File: config.mk
export PLATFORM = sky130hd
export DESIGN_NAME = qmask_unit
export DESIGN_NICKNAME = d
export VERILOG_FILES = /design/src/rtl/qmask_pkg.sv /design/src/rtl/qmask_ctrl.sv /design/src/rtl/qmask_datapath.sv /design/src/rtl/qmask_unit.sv
export SDC_FILE = /design/constraint.sdc
export NUM_CORES = 1
export LEC_CHECK = 0
export BUFFER_PORTS_ARGS = -buffer_cell sky130_fd_sc_hd__buf_2
export CAP_MARGIN = 0
export CORE_MARGIN = 1
export CORE_UTILIZATION = 40
export CTS_BUF_LIST = sky130_fd_sc_hd__clkbuf_4
export DETAILED_ROUTE_END_ITERATION = 7
export PLACE_DENSITY = 0.82
export RECOVER_POWER = 25
export SLEW_MARGIN = 10
export SYNTH_ARGS = -nofsm -noshare
export SYNTH_HDL_FRONTEND = slang
export SYNTH_SLANG_ARGS = --single-unit
File: constraint.sdc
create_clock -name clk -period 1.2 [get_ports clk]
set_clock_uncertainty 0.2 [all_clocks]
set_input_delay 0.12 -clock clk [delete_from_list [all_inputs] [get_ports clk]]
set_output_delay 0.12 -clock clk [all_outputs]
set_load 0.01 [all_outputs]
File: src/rtl/qmask_pkg.sv
package qmask_pkg;

  localparam int DATA_W   = 64;
  localparam int NARROW_W = 32;
  localparam int GRP_W    = 4;

  typedef enum logic {
    OP_PACK   = 1'b0,
    OP_SPREAD = 1'b1
  } qmask_op_e;

  typedef struct packed {
    logic loadEn;
    logic spreadMode;
    logic wideMode;
  } qmask_strobe_t;

endpackage

File: src/rtl/qmask_ctrl.sv
module qmask_ctrl
  import qmask_pkg::*;
(
  input  logic          clk,
  input  logic          rstN,
  input  logic          inValid,
  input  logic          opSel,
  input  logic          wideSel,
  output qmask_strobe_t strobe,
  output logic          outValid
);

  always_comb begin
    strobe.loadEn     = inValid;
    strobe.spreadMode = (qmask_op_e'(opSel) == OP_SPREAD);
    strobe.wideMode   = wideSel;
  end

  always_ff @(posedge clk or negedge rstN) begin
    if (!rstN) outValid <= 1'b0;
    else       outValid <= inValid;
  end


  valid_follows_chk: assert property (@(posedge clk) disable iff (!rstN)
    inValid |=> outValid);


  valid_idle_chk: assert property (@(posedge clk) disable iff (!rstN)
    !inValid |=> !outValid);

endmodule

File: src/rtl/qmask_datapath.sv
module qmask_datapath
  import qmask_pkg::*;
#(
  parameter int DW = DATA_W,
  parameter int NW = NARROW_W,
  parameter int GW = GRP_W
) (
  input  logic          clk,
  input  logic          rstN,
  input  qmask_strobe_t strobe,
  input  logic [DW-1:0] operand,
  output logic [DW-1:0] result,
  output logic          flag
);

  localparam int N_GRP        = DW / GW;
  localparam int N_GRP_NARROW = NW / GW;
  localparam logic [DW-1:0] NARROW_MASK = {{(DW-NW){1'b0}}, {NW{1'b1}}};

  logic [DW-1:0]    opMasked;
  logic [N_GRP-1:0] anyBit;
  logic [DW-1:0]    spreadVal;
  logic [DW-1:0]    packVal;
  logic [DW-1:0]    nextRes;

  assign opMasked = strobe.wideMode ? operand : (operand & NARROW_MASK);

  for (genvar g = 0; g < N_GRP; g++) begin : gGrp
    assign anyBit[g] = |opMasked[g*GW +: GW];
    assign spreadVal[g*GW +: GW] = {GW{anyBit[g]}};
  end

  assign packVal = {{(DW-N_GRP){1'b0}}, anyBit};
  assign nextRes = strobe.spreadMode ? spreadVal : packVal;

  always_ff @(posedge clk or negedge rstN) begin
    if (!rstN) begin
      result <= '0;
      flag   <= 1'b0;
    end else if (strobe.loadEn) begin
      result <= nextRes;
      flag   <= |anyBit;
    end
  end


  pack_narrow_top_chk: assert property (@(posedge clk) disable iff (!rstN)
    (strobe.loadEn && !strobe.spreadMode && !strobe.wideMode)
      |=> (result[DW-1:N_GRP_NARROW] == '0));


  pack_wide_top_chk: assert property (@(posedge clk) disable iff (!rstN)
    (strobe.loadEn && !strobe.spreadMode && strobe.wideMode)
      |=> (result[DW-1:N_GRP] == '0));


  narrow_upper_zero_chk: assert property (@(posedge clk) disable iff (!rstN)
    (strobe.loadEn && !strobe.wideMode) |=> (result[DW-1:NW] == '0));


  flag_match_chk: assert property (@(posedge clk) disable iff (!rstN)
    strobe.loadEn |=> (flag == (result != '0)));


  hold_chk: assert property (@(posedge clk) disable iff (!rstN)
    !strobe.loadEn |=> ($stable(result) && $stable(flag)));


  spread_cover_chk: assert property (@(posedge clk) disable iff (!rstN)
    (strobe.loadEn && strobe.spreadMode)
      |=> (($past(opMasked) & ~result) == '0));

endmodule

File: src/rtl/qmask_unit.sv
module qmask_unit
  import qmask_pkg::*;
(
  input  logic              clk,
  input  logic              rstN,
  input  logic              inValid,
  input  logic              opSel,
  input  logic              wideSel,
  input  logic [DATA_W-1:0] operand,
  output logic              outValid,
  output logic [DATA_W-1:0] result,
  output logic              flag
);

  qmask_strobe_t strobe;

  qmask_ctrl u_ctrl (
    .clk      (clk),
    .rstN     (rstN),
    .inValid  (inValid),
    .opSel    (opSel),
    .wideSel  (wideSel),
    .strobe   (strobe),
    .outValid (outValid)
  );

  qmask_datapath #(
    .DW (DATA_W),
    .NW (NARROW_W),
    .GW (GRP_W)
  ) u_dp (
    .clk     (clk),
    .rstN    (rstN),
    .strobe  (strobe),
    .operand (operand),
    .result  (result),
    .flag    (flag)
  );


  reset_state_chk: assert property (@(posedge clk)
    !rstN |=> (!outValid && result == '0 && !flag));

endmodule

* Word-level counts from Yosys, hierarchy flattened
Cells that the tools add are included.
W data, S select, Z words.
** Storage, ports and cells
- Register bits :: 66
- Bits of input ports :: 69
- Output and inout port bits :: 66
- Word-level logic and storage cells :: 22
** Operators by class
- Mux-type cells :: 2
- Reduce and logical (&&, ||, !) cells :: 17
** Operators by type and width (count)
- $mux W64 :: 2
- $reduce_or A4 Y1 :: 16
- $reduce_or A64 Y1 :: 1

* Logic depth before layout (Yosys ltp)
- Depth in word-level cells :: 3
- Depth in mapped cells :: 5
- Gate-level depth less buffers :: 4

* Modules after synthesis
From an unflattened synthesis, not the netlist that was laid out.
** Second synthesis, totals
- Cell total of the unflattened synthesis :: 175
- Area, all modules :: 1675.4 um^2
** By module, submodules not included
- qmask_datapath :: instances 1, cells an instance 171, area an instance 1627.8 um^2
- qmask_ctrl :: instances 1, cells an instance 4, area an instance 47.5 um^2

* Worst setup path before layout
Ideal clock, no wire load.
- Path type :: input to register
- From :: input port operand[5]
- To :: register u_dp.flag
- Setup time :: 127 ps
- Data arrival time :: 1114 ps
- Data required time :: 873 ps
- Slack :: -241 ps
- Stages :: 4
- Buffers on the path :: 0
- Path through :: or4_4 -> nor4_1 -> and3_1 -> a31oi_1
** On the way
- Cells in the longest elaborated chain, start to end :: 2
** Ends and longest elaborated chain
- start, declared :: line qmask_unit.sv:9 : input logic [DATA_W-1:0] operand,
- $mux W64 :: line qmask_datapath.sv:26 : assign opMasked = strobe.wideMode ? operand : (operand & NARROW_MASK);
- $reduce_or A64 Y1 :: line qmask_datapath.sv:42 : flag <= |anyBit;
- end signal, assigned :: line qmask_datapath.sv:42
- end, declared :: line qmask_datapath.sv:13 : output logic flag
No other way between the ends.
A chain may end at the register's enable or synchronous reset.

* Final worst setup path
- From :: input port operand[30]
- To :: register u_dp.flag
The elaborated chain is that of the path after synthesis.

==> impl_metrics.csv <==
group,metric,value,unit
outcome,status,"finished, violations left",
outcome,violations,"negative setup slack",
yosys,syn_area_per_cell,9.61,um2
timing,final-hold-violation-count,0,
yosys,seq_area_frac_synth,45.4,%
floorplan,die-area,0.00439,mm2
floorplan,die_y,66.3,um
hold_path,hold_class,"input port to register",
clock_network,cts_sinks,30,
setup_path,cp-end-kind,"register",
cells_and_area,n_antenna_cell,0,
timing,finalCritPeriodShare,109,%
job,max-cap-violations,0,
yosys,yosysMostFrequentCell,"buf_4",
yosys,synth_commonest_cells,"buf_4, dfrtp_1, inv_1",
yosys,yosysUniqueCellTypes,25,
timing,relSlewSlack,68.6,%
timing,rsz0062_at_grt,"true",
routing,wl_per_cell,13.1,um
routing,drt-total-wl,4730,um
hold_path,hold_start,"operand[22]",
setup_path,critPathLaunchType,"input port",
clock_network,worstSkewPairLatency,0.31,ns
power_and_ir_drop,p_per_area,960,mW/mm2
global_route,grt_pass1_wl,7000,um
timing,worstMarginPinSlew,0.465,ns
clock_network,holdBufCountCts,4,
yosys,synth_top_family_by_area,"buffers and inverters",
setup_path,path_max_fanout,2,
global_route,grt.overflow.total,0,
yosys,synth_fa_ha_area_share,0,%
cells_and_area,nNetsFinal,380,
cells_and_area,drive_gt1_share,62.2,%
yosys,syn-cell-area,0.00165,mm2
floorplan,initial_core_util,41.6,%
clock_network,cts_tree,"yes",
yosys,synth_area_leaders,"dfrtp_1, buf_4, o211ai_1",
yosys,synth_top_area_cell,"dfrtp_1",
global_route,grt_max_degree,31,
clock_network,cts_buffers,5,
timing,fin_tns_setup,-0.463,ns
setup_path,crit_required,1.20,ns
setup_path,path_class,"input port to register",
clock_network,path_clk_slew,0.09,ns
routing,drt_iter0_markers,70,
yosys,ys_async_sr_fraction,100,%
routing,dr_total_vias,1753,
floorplan,die_w,66.3,um
global_route,antenna_found_initial,0,
yosys,synth_edf_count,0,
placed_design,portBuffers,134,
yosys,yosys.area_share.simple,11.0,%
setup_path,r2r-start,"u_dp.result[2]$_DFFE_PN0P_",
floorplan,coreArea,0.00397,mm2
routing,final_antenna_net_count,0,
timing,maxSlewViolCount,0,
yosys,synth_nets,241,
clock_network,clk_path_buf_depth,2,
global_route,grt_util_all_layers,21.4,%
yosys,ys.flop_type,"dfrtp_1",
yosys,synth_top_area_share,45.4,%
floorplan,num_rows,23,
power_and_ir_drop,leakagePower,1.35,nW
setup_path,cp-startpoint,"operand[30]",
timing,clock.fmax,767,MHz
routing,vias_per_cell,4.84,
yosys,synth-compound-area-share,19.8,%
timing,worst_slack,-0.104,ns
cells_and_area,post-route-util,65.0,%
global_route,first_global_vias,1528,
cells_and_area,areaGrowthSynthToFinish,56.2,%
placed_design,dp_hpwl,3430,um
cells_and_area,fill_cells,340,
floorplan,num_io_pins,135,
setup_path,crit_arrival,1.30,ns
yosys,synth_mux_area_share,2.04,%
yosys,yosys_warnings,0,
yosys,synthXorXnorAreaFrac,0,%
power_and_ir_drop,ir_drop,0.000583,V
timing,min_period,1.30,ns
timing,setup_violations,27,
yosys,syn_inst,172,
routing,dr.pass1.iters,4,
routing,drc,0,
clock_network,clockRootBuffer,"clkbuf_4",
yosys,synth_seq_cells,30,
placed_design,globalplace.congestion,0.759,
clock_network,htreeDepth,2,
-- worst max-delay path, stage by stage --
cell and delay, ns:
buf_2 0.09, or4_4 0.55, nor4_4 0.28, and3_1 0.19, a31oi_1 0.07
-- worst paths after layout --
kind	endpoint	slack, ns	cells past startpoint
worst max-delay path	u_dp.flag$_DFFE_PN0P_	-0.10	5
worst min-delay path	u_dp.result[23]$_DFFE_PN0P_	0.002	4
worst max register to register	u_dp.result[2]$_DFFE_PN0P_	0.12	2
worst min register to register	u_dp.result[15]$_DFFE_PN0P_	0.29	1
max in group asynchronous	u_dp.result[62]$_DFFE_PN0P_	0.32	3
min in group asynchronous	u_dp.result[13]$_DFFE_PN0P_	0.17	3
-- final cells by class --
type	count	area (um2)	share of cell area, %
Multi-Input combinational cell	82	592	22.9
Tap cell	50	62.6	2.42
Inverter	16	60.1	2.33
Clock inverter	2	8.76	0.339
Clock buffer	6	45.0	1.75
Timing Repair Buffer	176	1060	41.1
Sequential cell	30	752	29.1
-- logic make-up (layout without fill, tap and decap cells) --
group                  Yosys count  count (layout)
AOI/OAI and AO/OA               46              46
buffers and inverters           60             200
and+or+nand+nor                 33              33
DFF                             30              30
muxes                            3               3
-- per-layer routing --
| metal | global-route usage [%] | up-vias | part of all wire, % |
|---|---|---|---|
| met4 | 6.91 | 0 | 1.0 |
| met1 | 29.2 | 821 | 44 |
| li1 | - | 857 | - |
| met2 | 33.7 | 69 | 50 |
| met5 | 0 | - | 0 |
| met3 | 4.31 | 6 | 4.6 |
-- cells in the final DEF (no fill, tap or decap), types with 2 or more instances in the layout --
cell | synthesis | layout
o21ai_0 | 2 | 2
o22ai_1 | 10 | 10
nand2_1 | 5 | 3
mux2_4 | 0 | 2
buf_4 | 36 | 36
buf_6 | 0 | 8
nand2b_1 | 2 | 2
nand2_2 | 0 | 2
dfrtp_1 | 30 | 29
o41ai_1 | 7 | 7
nor4_1 | 5 | 4
inv_1 | 16 | 16
or4_4 | 2 | 5
nor2_1 | 8 | 7
buf_2 | 0 | 125
dlygate4sd3_1 | 0 | 4
a21oi_1 | 3 | 2
o211ai_1 | 10 | 10
o21a_1 | 8 | 8
nand3_1 | 5 | 5
clkbuf_4 | 0 | 8
o21ai_1 | 4 | 4
-- where the power goes --
part | switching, W | internal (W)
registers | 0.0000664 | 0.00109
clock network | 0.000323 | 0.000242
logic | 0.000354 | 0.000403
-- sequential cells by signal (all words and copies together), names as in the netlist --
register,flops
u_ctrl.outValid,1
u_dp.flag,1
u_dp.result,28
-- what timing repair did --
action | 4_1_cts | 5_1_grt
gates cloned | 0 | 0
endpoints found under the setup margin | 46 | 67
endpoints found under the hold margin | 36 | 1
buffers inserted | 3 | 10
pin swaps | 0 | 1
resized for setup | 1 | 15
-- stage by stage --
step	cells	hold slack, ns	total power, W	cell area, um2	worst slack [ns]
floorplan	172	-0.376	0.00157	1670	-0.234
global placement	337	-0.0485	0.00182	2310	-0.377
detailed placement	337	-0.0441	0.00184	2310	-0.457
CTS	352	-0.0106	0.00244	2430	-0.0973
global route	362	-0.00628	0.00265	2580	-0.154
finish	362	0.00189	0.00248	2580	-0.104
(Power assumes the default switching activity.)
